### src/rtl/sdp_pkg.sv
package sdp_pkg;

  localparam int CMP_W = 15;

  localparam logic [CMP_W-1:0] KEY_ADDR_A = 15'h5555;
  localparam logic [CMP_W-1:0] KEY_ADDR_B = 15'h2AAA;

  localparam logic [7:0] KEY_DATA_A  = 8'hAA;
  localparam logic [7:0] KEY_DATA_B  = 8'h55;
  localparam logic [7:0] OP_PAGE     = 8'hA0;
  localparam logic [7:0] OP_ID_ENTER = 8'h90;
  localparam logic [7:0] OP_ID_LEAVE = 8'hF0;
  localparam logic [7:0] OP_EXTEND   = 8'h80;
  localparam logic [7:0] OP_UNPROT   = 8'h20;
  localparam logic [7:0] OP_ERASE    = 8'h10;
  localparam logic [7:0] OP_ID_ALT   = 8'h60;
  localparam logic [7:0] MAKER_CODE  = 8'hBF;

  typedef enum logic [2:0] {
    ST_IDLE, ST_K1, ST_K2, ST_X0, ST_X1, ST_X2
  } seq_state_t;

  typedef enum logic [2:0] {
    EV_NONE, EV_PAGE, EV_ID_IN, EV_ID_OUT, EV_UNPROT, EV_ERASE
  } seq_event_t;

  // Match only the low address bits against an unlock address.
  function automatic logic addr_hit(input logic [CMP_W-1:0] a,
                                    input logic [CMP_W-1:0] pat);
    return a == pat;
  endfunction

  // Identification byte for the selected offset.
  function automatic logic [7:0] id_byte(input logic active, input logic sel,
                                         input logic [7:0] dev);
    if (!active) return 8'h00;
    return sel ? dev : MAKER_CODE;
  endfunction

endpackage

### src/rtl/sdp_seq_fsm.sv
module sdp_seq_fsm
  import sdp_pkg::*;
(
  input  logic             clk,
  input  logic             rst_n,
  input  logic             step_en,
  input  logic [CMP_W-1:0] addr,
  input  logic [7:0]       data,
  output seq_event_t       evt,
  output logic             plain
);

  seq_state_t state, nxt;
  logic at_a, at_b;

  assign at_a = addr_hit(addr, KEY_ADDR_A);
  assign at_b = addr_hit(addr, KEY_ADDR_B);

  always_comb begin
    nxt   = state;
    evt   = EV_NONE;
    plain = 1'b0;
    if (step_en) begin
      nxt = ST_IDLE;
      unique case (state)
        ST_IDLE: if (at_a && data == KEY_DATA_A) nxt = ST_K1; else plain = 1'b1;
        ST_K1:   if (at_b && data == KEY_DATA_B) nxt = ST_K2; else plain = 1'b1;
        ST_K2: begin
          if (at_a && data == OP_PAGE)          evt = EV_PAGE;
          else if (at_a && data == OP_ID_ENTER) evt = EV_ID_IN;
          else if (at_a && data == OP_ID_LEAVE) evt = EV_ID_OUT;
          else if (at_a && data == OP_EXTEND)   nxt = ST_X0;
          else                                  plain = 1'b1;
        end
        ST_X0:   if (at_a && data == KEY_DATA_A) nxt = ST_X1; else plain = 1'b1;
        ST_X1:   if (at_b && data == KEY_DATA_B) nxt = ST_X2; else plain = 1'b1;
        ST_X2: begin
          if (at_a && data == OP_UNPROT)      evt = EV_UNPROT;
          else if (at_a && data == OP_ERASE)  evt = EV_ERASE;
          else if (at_a && data == OP_ID_ALT) evt = EV_ID_IN;
          else                                plain = 1'b1;
        end
        default: plain = 1'b1;
      endcase
    end
  end

  always_ff @(posedge clk or negedge rst_n) begin
    if (!rst_n) state <= ST_IDLE;
    else        state <= nxt;
  end


  mismatch_idle_chk: assert property (@(posedge clk) disable iff (!rst_n)
    plain |=> state == ST_IDLE);


  final_idle_chk: assert property (@(posedge clk) disable iff (!rst_n)
    (evt != EV_NONE) |=> state == ST_IDLE);


  hold_state_chk: assert property (@(posedge clk) disable iff (!rst_n)
    !step_en |=> $stable(state));

endmodule

### src/rtl/sdp_lock_timer.sv
module sdp_lock_timer #(
  parameter int LOCK_CYCLES = 15000
) (
  input  logic clk,
  input  logic rst_n,
  input  logic start,
  output logic busy
);

  localparam int CNT_W = $clog2(LOCK_CYCLES + 1);
  localparam logic [CNT_W-1:0] LOAD_VAL = CNT_W'(LOCK_CYCLES);

  logic [CNT_W-1:0] cnt;

  always_ff @(posedge clk or negedge rst_n) begin
    if (!rst_n)         cnt <= '0;
    else if (start)     cnt <= LOAD_VAL;
    else if (cnt != '0) cnt <= cnt - 1'b1;
  end

  assign busy = (cnt != '0);


  start_idle_chk: assert property (@(posedge clk) disable iff (!rst_n)
    start |-> !busy);


  start_busy_chk: assert property (@(posedge clk) disable iff (!rst_n)
    start |=> busy);

endmodule

### src/rtl/sdp_id_resp.sv
module sdp_id_resp
  import sdp_pkg::*;
#(
  parameter logic [7:0] DEV_CODE = 8'h08
) (
  input  logic       active,
  input  logic       sel,
  output logic [7:0] data
);

  assign data = id_byte(active, sel, DEV_CODE);

endmodule

### src/rtl/sdp_cmd_decoder.sv
module sdp_cmd_decoder
  import sdp_pkg::*;
#(
  parameter int         ADDR_W      = 17,
  parameter int         LOCK_CYCLES = 15000,
  parameter logic [7:0] DEV_CODE    = 8'h08
) (
  input  logic              clk,
  input  logic              por_n,
  input  logic              rst_n,
  input  logic              wr_en,
  input  logic [ADDR_W-1:0] wr_addr,
  input  logic [7:0]        wr_data,
  input  logic              page_done,
  input  logic              rd_sel,
  output logic              byte_load,
  output logic              erase_start,
  output logic              page_auth,
  output logic              prot_flag,
  output logic              id_mode,
  output logic              lockout,
  output logic [7:0]        id_data
);

  logic       sys_rst_n;
  logic       wr_live;
  logic       step_en;
  logic       plain;
  logic       load_now;
  logic       block_now;
  logic       unused_addr_hi;
  seq_event_t evt;

  assign sys_rst_n      = por_n & rst_n;
  assign unused_addr_hi = ^wr_addr[ADDR_W-1:CMP_W];

  // Writes refused while the lockout window runs.
  assign wr_live   = wr_en & ~lockout;
  assign step_en   = wr_live & ~page_auth;
  assign load_now  = wr_live & (page_auth | (plain & ~prot_flag));
  assign block_now = step_en & plain & prot_flag;

  sdp_seq_fsm u_seq (
    .clk     (clk),
    .rst_n   (sys_rst_n),
    .step_en (step_en),
    .addr    (wr_addr[CMP_W-1:0]),
    .data    (wr_data),
    .evt     (evt),
    .plain   (plain)
  );

  sdp_lock_timer #(.LOCK_CYCLES(LOCK_CYCLES)) u_lock (
    .clk   (clk),
    .rst_n (sys_rst_n),
    .start (block_now),
    .busy  (lockout)
  );

  sdp_id_resp #(.DEV_CODE(DEV_CODE)) u_id (
    .active (id_mode),
    .sel    (rd_sel),
    .data   (id_data)
  );

  // Nonvolatile-style protection bit: power-on reset only.
  always_ff @(posedge clk or negedge por_n) begin
    if (!por_n)                 prot_flag <= 1'b0;
    else if (evt == EV_PAGE)    prot_flag <= 1'b1;
    else if (evt == EV_UNPROT)  prot_flag <= 1'b0;
  end

  always_ff @(posedge clk or negedge sys_rst_n) begin
    if (!sys_rst_n) begin
      page_auth   <= 1'b0;
      id_mode     <= 1'b0;
      byte_load   <= 1'b0;
      erase_start <= 1'b0;
    end else begin
      byte_load   <= load_now;
      erase_start <= (evt == EV_ERASE);
      if (evt == EV_PAGE)        page_auth <= 1'b1;
      else if (page_done)        page_auth <= 1'b0;
      if (evt == EV_ID_IN)       id_mode <= 1'b1;
      else if (evt == EV_ID_OUT) id_mode <= 1'b0;
    end
  end


  load_not_locked_chk: assert property (@(posedge clk) disable iff (!sys_rst_n)
    byte_load |-> !$past(lockout));


  lock_needs_flag_chk: assert property (@(posedge clk) disable iff (!sys_rst_n)
    $rose(lockout) |-> prot_flag);


  flag_clear_by_write_chk: assert property (@(posedge clk) disable iff (!sys_rst_n)
    $fell(prot_flag) |-> $past(wr_en));


  auth_implies_flag_chk: assert property (@(posedge clk) disable iff (!sys_rst_n)
    page_auth |-> prot_flag);


  erase_single_chk: assert property (@(posedge clk) disable iff (!sys_rst_n)
    erase_start |=> !erase_start);


  load_from_write_chk: assert property (@(posedge clk) disable iff (!sys_rst_n)
    byte_load |-> $past(wr_en));

endmodule

### config.mk
export PLATFORM = sky130hd
export DESIGN_NAME = sdp_cmd_decoder
export DESIGN_NICKNAME = d
export VERILOG_FILES = /design/src/rtl/sdp_pkg.sv /design/src/rtl/sdp_seq_fsm.sv /design/src/rtl/sdp_lock_timer.sv /design/src/rtl/sdp_id_resp.sv /design/src/rtl/sdp_cmd_decoder.sv
export SDC_FILE = /design/constraint.sdc
export NUM_CORES = 1
export LEC_CHECK = 0
export ABC_AREA = 1
export BUFFER_PORTS_ARGS = -buffer_cell sky130_fd_sc_hd__buf_4
export CORE_UTILIZATION = 54
export CTS_BUF_LIST = sky130_fd_sc_hd__clkbuf_16
export DETAILED_ROUTE_END_ITERATION = 10
export GPL_ROUTABILITY_DRIVEN = 0
export HOLD_SLACK_MARGIN = 0.15
export PLACE_DENSITY_LB_ADDON = 0.12
export SYNTH_ARGS = -nofsm -noshare
export SYNTH_HDL_FRONTEND = slang
export SYNTH_HIERARCHICAL = 1
export SYNTH_SLANG_ARGS = --single-unit
### constraint.sdc
create_clock -name clk -period 3.6 [get_ports clk]
set_clock_uncertainty 0.15 [all_clocks]
set_input_delay 0.18 -clock clk [delete_from_list [all_inputs] [get_ports clk]]
set_output_delay 0.18 -clock clk [all_outputs]
set_load 0.01 [all_outputs]
==> impl_results.md <==
* Fin Setup TNS at 0 ps
* Data arrival time of the worst path at 3080 ps
* Die ar. at 0.00389 mm²
* Initial antenna violation count at 0
* Family with the most delay on the worst path: simple AND/OR/NAND/NOR gates
* Peak Freq at 0.329 GHz
* Vias per inst at 4.87
* Syn-to-layout area delta at 23.3%
* Setup CP Type: reg -> reg
* Hold WS at 253 ps
* Largest net degree at the start of global routing at 22
* Hold-fix buffer count after cts at 5
* HPWL after detailed placement at 3380 µm
* # fillers at 304
* Leak at 1.27 nW
* Wire per inst at 10.2 µm
* Slew margin rel. at 46.1%
* Vias at 2,006
* #FFs+latches synth at 22
* Clock Latency Late Sink at 260 ps
* Clock share of power at 49.6%
* Hold WC Path Type: in -> reg
* Vias in the first global route at 1,926
* IO Count at 45
* Diodes inserted at 0
* Warnings from Yosys at 6
* Detail Route Antenna Nets at 0
* RSZ-0062 raised after global routing: false
* TritonCTS clock tree: yes
* Die Ht at 62.3 µm
* CTS Sinks at 22
* Final min period at 3040 ps
* Share of cells above drive strength 1 at 21.6%
* DRT Pass-1 Iters at 4
* Clock Tree Root: clkbuf_16
* Combinational fraction of design power at 11.2%
* Leading cell types by count after synthesis: 82 x nand2_1, 53 x inv_1, 47 x nor2_1
* Core area at 0.00342 mm²
* Final setup viols at 0
* Total wire length at 4200 µm
* Clock transition at path regs at 60 ps
* Post-synth top area cell: dfrtp_1
* DR iter-0 viols at 126
* Netlist cell types at 28
* R2r worst-path depth at 16
* Final net count at 399
* Startpoint types: flop
* Max-cap violations at 0
* CP startpoint: u_lock/cnt[0]$_DFFE_PN0P_
* Critical path buffers and inverters at 5
* Crit-path cells: inv_1, ha_1, nand2_2, nor2_4, nand2_2, inv_1, nand2_1, nor2_1, inv_1, nor2_1, nand2_1, nor3_2, inv_1, nand3_1, inv_1, nor2_1
* CTS max path bufs at 2
* Crit path max-delay cell type: dfrtp_1
* Switching power at 0.129 mW
* Sw frac at 20.4%
* Worst r2r src: u_lock/cnt[0]$_DFFE_PN0P_
* Num rows at 21
* Fin. Hold Viols at 0
* First-pass GRT wire length at 7910 µm
* Ys flop type: dfrtp_1
* Register share of total power at 39.3%
* Crit path required time at 3640 ps
* Syn nets at 355
* Element type at the critical path end: flop
* # DRC at 0
* Synth Instances at 323
* Post-synthesis sequential area ratio at 28.0%
* Top post-synthesis cells by area: dfrtp_1 28%, nand2_1 16%, inv_1 10%
* Area of the multi-input gates at 0.00111 mm²
* Final period util at 84.4%
* Tot GR Track Use at 25.0%
* Post_cts resized at 0
* Top cell type's share of synthesized area at 28.0%
* Pwr/cell area at 260 mW/mm²
* Initial Util at 57.5%
* Worst-Margin Slew at 808 ps
* Final Max Tran Viols at 0
* Total number of H-tree levels at 1
* CP peak stage delay at 390 ps
* Status: finished clean
* Pint at 0.501 mW
* Min-delay src: wr_data[1]
* CP Depth at 16
* Top cell by count, worst path: inv_1
* Port Buffers at 41
* Hold depth at 8
* CTS Buf Count at 3
* GRT overflow at 0
* Most frequent cell after synthesis: nand2_1
* Setup repair bufs after CTS at 0
* Synth Cell Area at 0.00197 mm²
* Peak VDD IR at 290 µV
* Asr flop ratio synth at 100%
* CP max FO at 12
* Avg Inst Size Synth at 6.09 µm²
* Number of synthesized flops with an enable pin at 0
* Die W at 62.3 µm
* Register area at 551 µm²
==> final timing paths <==
check	slack, ps	to
max	560	u_lock/cnt[8]$_DFFE_PN0P_
min	250	u_seq/state[1]$_DFFE_PN0P_
max reg2reg	560	u_lock/cnt[8]$_DFFE_PN0P_
min reg2reg	350	u_lock/cnt[12]$_DFFE_PN0P_
max in group asynchronous	2280	u_lock/cnt[3]$_DFFE_PN0P_
min in group asynchronous	500	u_lock/cnt[9]$_DFFE_PN0P_
==> metrics by stage <==
step	total power, mW	area [µm²]	util [%]	std cells	setup WS [ps]
6_report	0.630	2420	71.0	412	563
5_1_grt	0.657	2420	71.0	412	150
4_1_cts	0.636	2420	71.0	412	556
3_5_place_dp	0.318	2270	66.4	403	601
3_3_place_gp	0.317	2270	66.4	403	646
2_1_floorplan	0.281	1970	-	323	923
==> cells in the final DEF, fill, tap and decap left out <==
cell type      Yosys  routed
nor3_2             1       1
o21ai_1            8       8
a21o_1             1       1
nor3_1             7       7
nor2_1            47      47
nand3b_1           1       1
and2_2             1       1
inv_1             53      53
nor2_4             6       6
nand2_4            1       1
buf_4              7      43
ha_1               1       1
o21ai_0            3       3
inv_2              7       7
nor2_2             9       9
bufinv_16          0       1
nand4_1            9       9
conb_1             1       1
nand3_1           36      36
a21oi_1            9       9
o211ai_1           1       1
nand2_1           82      82
nand3_2            2       2
a211oi_2           1       1
nand2_2            4       4
o21bai_1           1       1
dfrtp_1           22      22
dlygate4sd3_1      0       5
clkbuf_16          0       3
==> cells by family (layout without fill, tap and decap cells) <==
group	Yosys count	count (layout)	synth area share [%]
and+or+nand+nor	206	206	48.9
buffers and inverters	69	112	15.4
AOI/OAI and AO/OA	24	24	6.87
DFF	22	22	28.0
adders and majority gates	1	1	0.636
other	1	1	0.191
==> registers in the layout (all words and copies together), names as in the netlist <==
signal / count
page_auth: 1
prot_flag: 1
u_lock/cnt: 14
u_seq/state: 3
byte_load: 1
id_mode: 1
erase_start: 1
==> power by group through the flow <==
stage | clock (mW) | sequential (mW) | combinational, mW
2_1_floorplan | 0 | 0.252 | 0.0293
3_3_place_gp | 0 | 0.252 | 0.0653
3_5_place_dp | 0 | 0.252 | 0.0664
4_1_cts | 0.319 | 0.247 | 0.0708
5_1_grt | 0.330 | 0.247 | 0.0799
6_report | 0.312 | 0.247 | 0.0703
==> worst register-to-register path, stage by stage, from the launching register on <==
cell and delay (ps):
dfrtp_1 390, inv_1 120, ha_1 250, nand2_2 120
nor2_4 140, nand2_2 180, inv_1 100, nand2_1 100
nor2_1 290, inv_1 170, nor2_1 170, nand2_1 80
nor3_2 180, inv_1 160, nand3_1 240, inv_1 70
nor2_1 100
==> routing by layer <==
metal,part of all wire (%),global-route usage (%)
met5,0,0
met4,0.31,3.78
met3,5.0,4.23
met2,45,43.4
met1,50,33.1
==> area by class of cell <==
class	count	share of cell area, %
tap	46	2.37
sequential	22	22.7
timing repair buffer	48	15.4
clock buffer	3	3.10
inverter	60	9.29
clock inverter	1	1.24
multi-input combinational	232	45.9
(Power assumes the default switching activity.)
